--- src/rtl/flash_cmd_decoder.sv ---
module flash_cmd_decoder #(
  parameter int AW  = 21,
  parameter int DW  = 16,
  parameter int CMW = 12
) (
  input  logic          clk,
  input  logic          rst_n,
  input  logic          cyc_vld,
  input  logic          cyc_write,
  input  logic [AW-1:0] addr,
  input  logic [DW-1:0] wdata,
  input  logic          erase_busy,
  output logic          cmd_valid,
  output logic [3:0]    cmd_code,
  output logic [AW-1:0] cmd_addr,
  output logic [7:0]    cmd_data,
  output logic          autosel_mode,
  output logic          bypass_mode,
  output logic          suspend_mode
);

  localparam logic [3:0] C_NONE = 4'd0, C_RESET = 4'd1, C_ASEL = 4'd2, C_PROG = 4'd3,
                         C_BENT = 4'd4, C_BEXT = 4'd5, C_BPRG = 4'd6, C_CHIP = 4'd7,
                         C_SECT = 4'd8, C_SUSP = 4'd9, C_RESM = 4'd10, C_QRY = 4'd11;
  localparam logic [CMW-1:0] A_HI = CMW'(12'hAAA);
  localparam logic [CMW-1:0] A_LO = CMW'(12'h555);
  localparam logic [CMW-1:0] A_QR = CMW'(12'h0AA);

  typedef enum logic [3:0] {
    S_IDLE, S_UL1, S_UL2, S_PRG, S_ER3, S_ER4, S_ER5, S_BPRG, S_BEXT
  } seq_t;

  seq_t st, st_n;
  logic [3:0] code_n;
  logic asel_n, byp_n, susp_n;

  wire        wr  = cyc_vld & cyc_write;
  wire [7:0]  cb  = wdata[7:0];
  wire [CMW-1:0] la = addr[CMW-1:0];
  wire        hi  = (la == A_HI);
  wire        lo  = (la == A_LO);
  logic unused_hi_data;
  assign unused_hi_data = ^wdata[DW-1:8];

  always_comb begin
    st_n   = st;
    code_n = C_NONE;
    asel_n = autosel_mode;
    byp_n  = bypass_mode;
    susp_n = suspend_mode;
    if (wr) begin
      case (st)
        S_IDLE: begin
          if (bypass_mode) begin
            if (cb == 8'hA0)      st_n = S_BPRG;
            else if (cb == 8'h90) st_n = S_BEXT;
          end else if (cb == 8'hF0) begin
            code_n = C_RESET;
            asel_n = 1'b0;
          end else if (cb == 8'hB0 && erase_busy && !suspend_mode) begin
            code_n = C_SUSP;
            susp_n = 1'b1;
          end else if (cb == 8'h30 && suspend_mode) begin
            code_n = C_RESM;
            susp_n = 1'b0;
          end else if (cb == 8'h98 && la == A_QR && (!suspend_mode || autosel_mode)) begin
            code_n = C_QRY;
          end else if (cb == 8'hAA && hi) begin
            st_n = S_UL1;
          end
        end
        S_UL1: st_n = (cb == 8'h55 && lo) ? S_UL2 : S_IDLE;
        S_UL2: begin
          st_n = S_IDLE;
          if (hi) begin
            case (cb)
              8'h90: begin code_n = C_ASEL; asel_n = 1'b1; end
              8'hA0: st_n = S_PRG;
              8'h20: begin code_n = C_BENT; byp_n = 1'b1; end
              8'h80: st_n = S_ER3;
              default: st_n = S_IDLE;
            endcase
          end
        end
        S_PRG: begin
          code_n = C_PROG;
          st_n   = S_IDLE;
        end
        S_ER3: st_n = (cb == 8'hAA && hi) ? S_ER4 : S_IDLE;
        S_ER4: st_n = (cb == 8'h55 && lo) ? S_ER5 : S_IDLE;
        S_ER5: begin
          st_n = S_IDLE;
          if (cb == 8'h10 && hi)  code_n = C_CHIP;
          else if (cb == 8'h30)   code_n = C_SECT;
        end
        S_BPRG: begin
          code_n = C_BPRG;
          st_n   = S_IDLE;
        end
        S_BEXT: begin
          st_n = S_IDLE;
          if (cb == 8'h00) begin
            code_n = C_BEXT;
            byp_n  = 1'b0;
          end
        end
        default: st_n = S_IDLE;
      endcase
    end
  end

  always_ff @(posedge clk or negedge rst_n) begin
    if (!rst_n) begin
      st           <= S_IDLE;
      cmd_valid    <= 1'b0;
      cmd_code     <= C_NONE;
      cmd_addr     <= '0;
      cmd_data     <= '0;
      autosel_mode <= 1'b0;
      bypass_mode  <= 1'b0;
      suspend_mode <= 1'b0;
    end else begin
      st           <= st_n;
      cmd_valid    <= (code_n != C_NONE);
      cmd_code     <= code_n;
      autosel_mode <= asel_n;
      bypass_mode  <= byp_n;
      suspend_mode <= susp_n;
      if (code_n != C_NONE) begin
        cmd_addr <= addr;
        cmd_data <= cb;
      end
    end
  end


  read_hold_chk: assert property (@(posedge clk) disable iff (!rst_n)
    (cyc_vld && !cyc_write) |=> (st == $past(st)) && !cmd_valid);


  pulse_code_chk: assert property (@(posedge clk) disable iff (!rst_n)
    !cmd_valid |-> (cmd_code == C_NONE));


  asel_flag_chk: assert property (@(posedge clk) disable iff (!rst_n)
    (cmd_valid && cmd_code == C_ASEL) |-> autosel_mode);


  bypass_prog_chk: assert property (@(posedge clk) disable iff (!rst_n)
    (cmd_valid && cmd_code == C_BPRG) |-> bypass_mode && $past(bypass_mode));


  reset_flag_chk: assert property (@(posedge clk) disable iff (!rst_n)
    (cmd_valid && cmd_code == C_RESET) |-> !autosel_mode && (suspend_mode == $past(suspend_mode)));


  suspend_gate_chk: assert property (@(posedge clk) disable iff (!rst_n)
    (cmd_valid && cmd_code == C_SUSP) |-> $past(erase_busy) && !$past(suspend_mode) && suspend_mode);


  resume_gate_chk: assert property (@(posedge clk) disable iff (!rst_n)
    (cmd_valid && cmd_code == C_RESM) |-> $past(suspend_mode) && !suspend_mode);


  query_gate_chk: assert property (@(posedge clk) disable iff (!rst_n)
    (cmd_valid && cmd_code == C_QRY) |-> !bypass_mode && (!$past(suspend_mode) || $past(autosel_mode)));

endmodule

--- config.mk ---
export PLATFORM = sky130hd
export DESIGN_NAME = flash_cmd_decoder
export DESIGN_NICKNAME = d
export VERILOG_FILES = /design/src/rtl/flash_cmd_decoder.sv
export SDC_FILE = /design/constraint.sdc
export NUM_CORES = 1
export LEC_CHECK = 0
export BUFFER_PORTS_ARGS = -buffer_cell sky130_fd_sc_hd__buf_2
export CAP_MARGIN = 0
export CORE_MARGIN = 2
export CORE_UTILIZATION = 40
export DETAILED_ROUTE_END_ITERATION = 8
export PLACE_DENSITY = 0.7
export REMOVE_ABC_BUFFERS = 1
export SYNTH_ARGS = -nofsm -noshare
export SYNTH_HDL_FRONTEND = slang
export SYNTH_SLANG_ARGS = --single-unit
--- constraint.sdc ---
create_clock -name clk -period 4.5 [get_ports clk]
set_input_delay 0.9 -clock clk [delete_from_list [all_inputs] [get_ports clk]]
set_output_delay 0.9 -clock clk [all_outputs]
set_load 0.02 [all_outputs]
==> flow_metrics.py, run 1 <==
metrics = {
    "logic_synthesis": {
        "synth_common_cells": "41 x dfrtp_1, 41 x nand2_1, 28 x nand4_1",
        "yosysSeqAreaShare": 0.4014,
        "syn_area_per_cell_sq_um": 8.784,
        "synthArstFlopShare": 1.000,
        "synth-main-ff-cell": "dfrtp_1",
        "synth_edf_count": 0,
        "synth-seq-cells": 41,
        "netlist_instances": 291,
        "syn_area_sq_um": 2556,
        "yosysTopAreaCell": "dfrtp_1",
        "yosys_warnings": 0,
        "synth_top_area_frac": 0.4014,
        "synth_area_leaders": "dfrtp_1 40%, o211ai_1 7.9%, nand4_1 6.9%",
        "synth_cell_type_count": 47,
    },
    "critical_path": {
        "path_class": "input pin to register",
        "crit_family": "simple AND/OR/NAND/NOR gates",
        "worst-path-buf-inv": 3,
        "worstSetupStartpointType": "input pin",
        "cp_max_fo": 30,
        "critPathRequiredTime_ns": 4.66,
        "cp_slowest_cell": "nor2_2",
        "crit_chain": "buf_2 > nor3b_1 > nand4_1 > a31oi_1 > nor3_1 > nor2_2 > inv_1 > buf_4 > a22oi_1 > o211ai_1",
        "cpPeakStageDelay_ns": 0.86,
        "crit_arrival_ns": 3.42,
        "endpoint_kind": "register",
    },
    "drt": {
        "wl_mm": 7.423,
        "viasPerCell": 6.149,
        "routedWlPerCell_microns": 17.30,
        "drtIter0Drc": 234,
        "vias": 2638,
        "dr.pass1.iters": 5,
        "ant_nets": 0,
        "route.detailed.drc": 0,
    },
    "power_and_ir_drop": {
        "ir_drop_uv": 245.3,
        "seq_power_share": 0.340,
        "pwr-share-clk": 0.191,
        "switching_power_mw": 0.7019,
        "power_mw": 1.643,
        "pwr-share-comb": 0.469,
        "intPower_mw": 0.9407,
        "p_sw_frac": 0.4273,
        "leakagePower_nw": 1.241,
        "p_per_area_nw_per_um2": 540.2,
    },
    "grt": {
        "grt-ovfl-total": 0,
        "grt_pass1_vias": 2407,
        "antenna_found_initial": 0,
        "track_usage": 0.2095,
        "grt_pass1_wl_mm": 12.06,
        "grt_max_degree": 42,
    },
    "placement": {
        "pre_cts_ws_ns": 0.9847,
        "dp_hpwl_mm": 5.020,
        "io_buffers": 70,
        "place_area_sq_um": 2924,
        "gp_congestion": 0.8669,
        "dp_cells": 421,
    },
    "cts": {
        "cts-root-buf": "clkbuf_8",
        "cts-buffers-inserted": 5,
        "clk_pin_slew_ns": 0.08,
        "htreeDepth": 2,
        "cts_resized": 0,
        "cts_tree": "done",
        "hold_buffers": 0,
        "cts_sinks": 41,
        "clk_latency_ns": 0.29,
        "clock_path_buffers": 2,
        "post-cts-setup-buffers": 0,
    },
    "run_status": {
        "status": "complete, no violations",
    },
    "floorplanning": {
        "die_w_microns": 83.94,
        "design.die.area_sq_um": 7046,
        "core_sq_um": 6277,
        "initial_core_util": 0.4072,
        "rows": 29,
        "io_pins": 79,
        "die_h_microns": 83.94,
    },
    "flow_run": {
        "max_cap_violations": 0,
    },
    "timing": {
        "rsz0062_at_grt": "false",
        "drv_slew": 0,
        "min_period_ns": 3.255,
        "slew_headroom": 0.2603,
        "worstMarginPinSlew_ns": 1.108,
        "period_share": 0.7233,
        "fin_ws_ns": 1.245,
        "max_freq_mhz": 307.2,
        "finalSetupViolations": 0,
        "finalClockSkew_ns": 0.004972,
        "tns_ns": 0,
        "final-hold-violation-count": 0,
    },
    "min_path": {
        "hp-class": "register to register",
    },
    "final_layout": {
        "design_area_sq_um": 3040,
        "diodes": 0,
        "layout-drive-gt1-share": 0.2670,
        "syn2layout_area_growth_pct": 18.94,
        "n_fill_cell": 586,
        "instances_no_fill": 429,
        "fin_nets": 393,
    },
}
-- path summary, 6_finish.rpt --
check	startpoint	end	slack, ns	depth (start not counted)
worst max-delay path	wdata[7]	cmd_addr[20]$_DFFE_PN0P_	1.25	10
worst min-delay path	cmd_data[0]$_DFFE_PN0P_	cmd_data[0]$_DFFE_PN0P_	0.54	2
worst max register to register	st[1]$_DFFE_PN0P_	cmd_addr[20]$_DFFE_PN0P_	1.39	10
worst min register to register	cmd_data[0]$_DFFE_PN0P_	cmd_data[0]$_DFFE_PN0P_	0.54	2
max in group asynchronous	rst_n	cmd_code[1]$_DFF_PN0_	3.13	1
min in group asynchronous	rst_n	autosel_mode$_DFFE_PN0P_	0.76	1
-- flip-flops by register name (all words and copies together) (netlist names) --
name          cells
cmd_data          8
cmd_code          4
bypass_mode       1
cmd_valid         1
st                4
suspend_mode      1
autosel_mode      1
cmd_addr         21
-- kinds of logic (layout without fill, tap and decap cells) --
kind of cell	count (synthesis)	count (layout)	synth area share
flops	41	41	0.4014
mux	1	1	0.004405
buf+inv	31	92	0.06118
simple gates	129	129	0.2824
compound gates	89	89	0.2506
-- layer usage --
metal / global-route usage / vias up / share of wire
li1: - / 1241 / -
met1: 0.2941 / 1281 / 0.45
met2: 0.3338 / 108 / 0.48
met3: 0.04154 / 8 / 0.062
met4: 0.04985 / 0 / 0.0079
met5: 0 / - / 0
-- cell type report --
cell class              instances  area (sq um)  area share
clock inverters                 1         30.03    0.009877
multi-input cells             219          1380      0.4539
inverters                       9         33.78     0.01111
repair buffers                 75         387.9      0.1276
well taps                      77         96.34     0.03169
clock buffers                   7         86.33     0.02840
flip-flops and latches         41          1026      0.3374
-- worst min-delay path, stage by stage (launching register included) --
cell and delay [ns]:
dfrtp_1 0.38, inv_1 0.05, o31ai_1 0.06
-- power by group through the flow --
stage	clock, mW	sequential (mW)	combinational [mW]
final	0.314	0.559	0.770
after global routing	0.335	0.571	0.848
after CTS	0.320	0.559	0.774
after detailed placement	0	0.565	0.771
after global placement	0	0.560	0.752
after floorplan	0	0.673	0.399
-- through the flow --
stage	hold slack [ns]	utilization
6_report	0.5372	0.4844
5_1_grt	0.5558	0.4844
4_1_cts	0.5370	0.4844
3_5_place_dp	0.5192	0.4658
3_3_place_gp	0.5193	0.4658
2_1_floorplan	0.5212	-
-- cells in the final DEF (no fill, tap or decap), types with 3 or more instances in the layout --
master / n
a21oi_1: 8
buf_2: 70
clkbuf_8: 6
nor2_1: 10
o21ai_1: 3
a22oi_1: 22
nor3_1: 7
o211ai_1: 27
inv_1: 9
dfrtp_1: 41
o31ai_1: 7
nand2_1: 41
nand2b_1: 3
nor2b_1: 5
or3_1: 3
nor4bb_1: 3
nand3_1: 9
buf_4: 5
o21ai_0: 7
o32ai_1: 3
nor4b_1: 4
nand4_1: 28
No activity file was read; power rests on OpenSTA's default activity.
==> run 2: changes to the inputs <==
- PLACE_DENSITY: 0.7 -> 0.72
- clock period: 4.5 -> 2.7 ns (I/O delays scaled with it)
==> run 2 against run 1 <==
Wire length up 5.8%. Count of clock-buffer cells in the layout down 1. First-iteration DRC count down 24%. Highest routed layer unchanged. Global-route usage up 0.85 points. Clock power up 69%. Cell count up 4.4%.
==> flow_metrics.py, run 2 (synthesized netlist as in run 1, its figures left out) <==
metrics = {
    "run_status": {
        "status": "complete, no violations",
    },
    "critical_path": {
        "crit_arrival_ns": 2.72,
        "cp_max_fo": 23,
        "critPathRequiredTime_ns": 2.85,
        "endpoint_kind": "register",
        "rr_worst_depth": 8,
        "worstSetupStartpointType": "register",
        "path_class": "register to register",
    },
    "cts": {
        "post-cts-setup-buffers": 0,
        "cts_tree": "done",
        "cts_sinks": 41,
        "cts-root-buf": "clkbuf_8",
        "clock_path_buffers": 2,
        "clk_latency_ns": 0.30,
        "cts-buffers-inserted": 5,
        "htreeDepth": 2,
        "clk_pin_slew_ns": 0.08,
    },
    "drt": {
        "vias": 2706,
        "dr.pass1.iters": 5,
        "wl_mm": 7.850,
        "drtIter0Drc": 177,
        "route.detailed.drc": 0,
        "routedWlPerCell_microns": 17.52,
        "viasPerCell": 6.040,
        "ant_nets": 0,
    },
    "floorplanning": {
        "die_h_microns": 83.94,
        "design.die.area_sq_um": 7046,
        "die_w_microns": 83.94,
        "initial_core_util": 0.4072,
        "io_pins": 79,
        "core_sq_um": 6277,
        "rows": 29,
    },
    "grt": {
        "grt.met3_usage": 0.04847,
        "grt_max_degree": 42,
        "met2_usage": 0.3367,
        "grt_pass1_wl_mm": 12.63,
        "grt-ovfl-total": 0,
        "track_usage": 0.2180,
        "use_met1": 0.3069,
        "grt_pass1_vias": 2492,
        "antenna_found_initial": 0,
        "busiest_layer": "met2",
    },
    "final_layout": {
        "reg_top3": "cmd_addr: 21 flops, cmd_data: 8 flops",
        "syn2layout_area_growth_pct": 26.53,
        "design_area_sq_um": 3234,
        "fin_nets": 412,
        "mostFrequentLayoutCells": "70 x buf_2, 41 x nand2_1, 41 x dfrtp_1, 28 x nand4_1, 27 x o211ai_1",
        "layout-drive-gt1-share": 0.3100,
        "regMostFlops": "cmd_addr",
        "largest_reg_flops": 21,
        "diodes": 0,
        "final_common_cell": "buf_2",
    },
    "timing": {
        "finalClockSkew_ns": 0.008090,
        "period_share": 0.9513,
        "max_freq_mhz": 389.3,
        "rsz0062_at_grt": "false",
        "finalSetupViolations": 0,
        "drv_slew": 0,
        "timing.hold.ws_ns": 0.3848,
        "slew_headroom": 0.3476,
        "worstMarginPinSlew_ns": 0.9786,
        "min_period_ns": 2.568,
        "final-hold-violation-count": 0,
    },
    "min_path": {
        "hp-class": "input pin to asynchronous set/reset pin",
    },
    "placement": {
        "dp_hpwl_mm": 5.405,
        "place_area_sq_um": 3104,
        "io_buffers": 70,
        "gp_congestion": 0.8905,
    },
    "power_and_ir_drop": {
        "ir_drop_uv": 412.7,
        "p_per_area_nw_per_um2": 871.8,
        "power_mw": 2.820,
        "leakagePower_nw": 1.347,
    },
    "flow_run": {
        "max_cap_violations": 0,
    },
}
## run 2: cell count changes in the layout (fill, tap and decap cells not counted), sizes merged
cell / before / now
buf: 75 / 94
clkbuf: 7 / 6
clkinvlp: 0 / 1
## run 2: worst paths after layout
path	startpoint	to	slack [ns]
min in group clk	addr[15]	cmd_addr[15]$_DFFE_PN0P_	0.49
max in group asynchronous	rst_n	st[3]$_DFFE_PN0P_	1.69
hold reg to reg	cmd_data[0]$_DFFE_PN0P_	cmd_data[0]$_DFFE_PN0P_	0.54
setup reg to reg	st[1]$_DFFE_PN0P_	cmd_addr[12]$_DFFE_PN0P_	0.13
setup / recovery	st[1]$_DFFE_PN0P_	cmd_addr[12]$_DFFE_PN0P_	0.13
hold / removal	rst_n	st[1]$_DFFE_PN0P_	0.38
## run 2: per-stage QoR
step	setup WS (ns)	instances	utilization	TNS [ns]
after floorplan	-0.8750	269	-	-26.10
after global placement	-0.07731	440	0.4945	-1.084
after detailed placement	-0.1730	440	0.4945	-3.305
after CTS	0.1190	448	0.5145	0
after global routing	0.02256	448	0.5152	0
final	0.1315	448	0.5152	0
## run 2: area by class of cell
class / instances / area [sq um]
Fill cell: 605 / 3043
Multi-Input combinational cell: 219 / 1390
Sequential cell: 41 / 1026
Timing Repair Buffer: 94 / 568.0
Tap cell: 77 / 96.34
Clock buffer: 6 / 82.58
Clock inverter: 2 / 37.54
Inverter: 9 / 33.78
## run 2: power breakdown
group	switching, mW	internal, mW	total (mW)
combinational	0.816	0.535	1.35
clock	0.231	0.301	0.532
sequential	0.148	0.789	0.936
total	1.19	1.63	2.82
## run 2: critical path, stage by stage, from the launching register on
cell and delay, ns:
dfrtp_1 0.51, or3_1 0.54, or4b_4 0.57, o21ai_2 0.10, a21oi_2 0.08, and3b_1 0.25
buf_12 0.18, nand4_1 0.09, o211ai_1 0.10
## run 2: layer usage
metal	share of wire	vias up
met1	0.44	1303
met3	0.062	18
met2	0.48	106
met5	0	-
met4	0.021	0
li1	-	1279
## run 2: repair_timing
| item | CTS | global route |
|---|---|---|
| hold buffers | 0 | 0 |
| setup endpoints to repair | 1 | 21 |
| resized for setup | 1 | 1 |
==> run 3: changes to the inputs <==
- ABC_AREA: not set -> 1
- PLACE_DENSITY: 0.72 -> 0.73
==> run 3 against run 2 <==
Sequential cell count stayed put. Worst hold slack worse by 0.021 ns. Cell count is 3.8% higher.
==> flow_metrics.py, run 3 <==
metrics = {
    "run_status": {
        "status": "complete, no violations",
    },
    "critical_path": {
        "path_class": "register to register",
        "critPathRequiredTime_ns": 2.93,
        "cp_slowest_cell": "dfrtp_1",
        "crit_arrival_ns": 2.33,
        "startpoint": "st[3]$_DFFE_PN0P_",
        "endpoint_kind": "register",
        "r2r_slack_ns": 0.61,
        "cpPeakStageDelay_ns": 0.42,
        "crit_chain": "inv_1 > nand2_2 > nor3_1 > inv_1 > nor2_2 > nor2_1 > nand3_1 > o21bai_4 > nand2_1 > buf_4 > nand2_1 > nand2_1",
        "cpMostUsedCell": "nand2_1",
        "r2r_end": "cmd_addr[15]$_DFFE_PN0P_",
        "reg2reg_from": "st[3]$_DFFE_PN0P_",
        "rr_worst_depth": 12,
        "worstSetupStartpointType": "register",
        "cp_max_fo": 30,
    },
    "cts": {
        "cts-root-buf": "clkbuf_8",
        "cts_resized": 0,
        "hold_buffers": 0,
        "clk_latency_ns": 0.30,
        "post-cts-setup-buffers": 0,
        "clk_pin_slew_ns": 0.09,
        "htreeDepth": 2,
        "clock_path_buffers": 2,
        "cts_sinks": 41,
        "cts_tree": "done",
        "cts-buffers-inserted": 5,
    },
    "grt": {
        "antenna_found_initial": 0,
        "grt_max_degree": 42,
        "grt_pass1_vias": 2148,
        "grt_pass1_wl_mm": 9.625,
        "track_usage": 0.1904,
        "grt-ovfl-total": 0,
    },
    "timing": {
        "timing.hold.ws_ns": 0.3636,
        "worstMarginPinSlew_ns": 0.9122,
        "final-hold-violation-count": 0,
        "slew_headroom": 0.3919,
        "finalClockSkew_ns": 0.01000,
        "min_period_ns": 2.091,
        "max_freq_mhz": 478.3,
        "period_share": 0.7744,
        "rsz0062_at_grt": "false",
        "finalSetupViolations": 0,
        "fin_ws_ns": 0.6092,
        "drv_slew": 0,
    },
    "final_layout": {
        "reg_top3": "cmd_addr: 21 flops, cmd_data: 8 flops",
        "final_common_cell": "nand2_1",
        "mostFrequentLayoutCells": "100 x nand2_1, 70 x buf_2, 41 x nand3_1, 41 x dfrtp_1, 37 x nor2_1",
        "design_area_sq_um": 2861,
        "syn2layout_area_growth_pct": 21.78,
        "regMostFlops": "cmd_addr",
        "diodes": 0,
        "fin_nets": 434,
        "largest_reg_flops": 21,
        "layout-drive-gt1-share": 0.2748,
    },
    "flow_run": {
        "max_cap_violations": 0,
    },
    "logic_synthesis": {
        "synth_edf_count": 0,
        "syn_area_per_cell_sq_um": 7.297,
        "synthMuxAreaShare": 0,
        "synthArstFlopShare": 1.000,
        "netlist_instances": 322,
        "yosys.cell_count.top_type": "nand2_1",
        "syn_area_sq_um": 2350,
        "synth_top_area_frac": 0.4366,
        "synth_common_cells": "100 x nand2_1, 41 x dfrtp_1, 41 x nand3_1",
        "yosysSeqAreaShare": 0.4366,
        "synth_top_family_by_area": "simple AND/OR/NAND/NOR gates",
        "synth_compound_area_frac": 0.05378,
        "synth-main-ff-cell": "dfrtp_1",
        "synth_cell_type_count": 25,
        "synth_adder_area_share": 0,
        "synth_xor_area_frac": 0,
        "yosysTopAreaCell": "dfrtp_1",
        "synthSimpleGateAreaFrac": 0.4143,
        "synth_area_leaders": "dfrtp_1 44%, nand2_1 16%, nand3_1 8.7%",
        "yosys_warnings": 0,
        "synth-seq-cells": 41,
    },
    "floorplanning": {
        "initial_core_util": 0.4215,
        "core_sq_um": 5574,
        "die_h_microns": 80.65,
        "design.die.area_sq_um": 6504,
        "die_w_microns": 80.65,
        "rows": 27,
        "io_pins": 79,
    },
    "drt": {
        "ant_nets": 0,
        "drtIter0Drc": 124,
        "vias": 2268,
        "dr.pass1.iters": 5,
        "viasPerCell": 4.877,
        "route.detailed.drc": 0,
        "routedWlPerCell_microns": 12.06,
        "wl_mm": 5.610,
    },
    "power_and_ir_drop": {
        "leakagePower_nw": 1.639,
        "p_per_area_nw_per_um2": 517.9,
        "ir_drop_uv": 296.5,
        "power_mw": 1.482,
    },
    "min_path": {
        "hp-class": "input pin to asynchronous set/reset pin",
    },
    "placement": {
        "pre_cts_ws_ns": 0.4035,
        "gp_congestion": 0.8738,
        "place_area_sq_um": 2728,
        "dp_hpwl_mm": 4.174,
        "io_buffers": 70,
    },
}
-- run 3: routing by layer --
metal / GRT usage / up-vias / part of all wire / wire length [microns]
met3: 0.02809 / 10 / 0.055 / 308
li1: - / 1162 / - / -
met1: 0.2431 / 1029 / 0.46 / 2603
met4: 0.07288 / 0 / 0.018 / 102
met5: 0 / - / 0 / 0
met2: 0.3233 / 67 / 0.46 / 2597
-- run 3: report_power, final --
part | total [mW] | switching, mW | internal [mW]
combinational | 0.231 | 0.154 | 0.0762
sequential | 0.660 | 0.0216 | 0.639
clock | 0.591 | 0.224 | 0.367
total | 1.48 | 0.400 | 1.08
-- run 3: final cells by class --
class,count,area [sq um]
flip-flops and latches,41,1026
multi-input cells,234,1100
fillers,572,2713
inverters,37,138.9
well taps,72,90.09
repair buffers,73,372.9
clock inverters,3,65.06
clock buffers,5,68.82
-- run 3: worst max-delay path by stage --
stage / to / slack (ns) / cells past startpoint
2_1_floorplan: cmd_addr[0]$_DFFE_PN0P_ / -0.08 / 11
3_3_place_gp: cmd_addr[14]$_DFFE_PN0P_ / 0.43 / 13
3_5_place_dp: cmd_addr[15]$_DFFE_PN0P_ / 0.40 / 13
4_1_cts: cmd_addr[15]$_DFFE_PN0P_ / 0.61 / 12
5_1_grt: cmd_addr[15]$_DFFE_PN0P_ / 0.34 / 12
6_report: cmd_addr[15]$_DFFE_PN0P_ / 0.61 / 12
-- run 3: cells by family (layout without fill, tap and decap cells) --
logic type	count (synthesis)	after routing
flip-flops	41	41
AO/OA/AOI/OAI	19	19
buffers and inverters	47	118
AND/OR/NAND/NOR	215	215
-- run 3: per-stage QoR --
step                std cells  utilization  TNS (ns)
global placement          457       0.4893         0
detailed placement        457       0.4893         0
global route              465       0.5134         0
CTS                       465       0.5134         0
floorplan                 312            -    -2.403
finish                    465       0.5134         0
-- run 3: worst max-delay path, delay by kind of cell, from the launching register on --
family	cells	cell delay, ns
compound gates	1	0.07
buf+inv	3	0.55
flops	1	0.42
simple gates	8	0.98
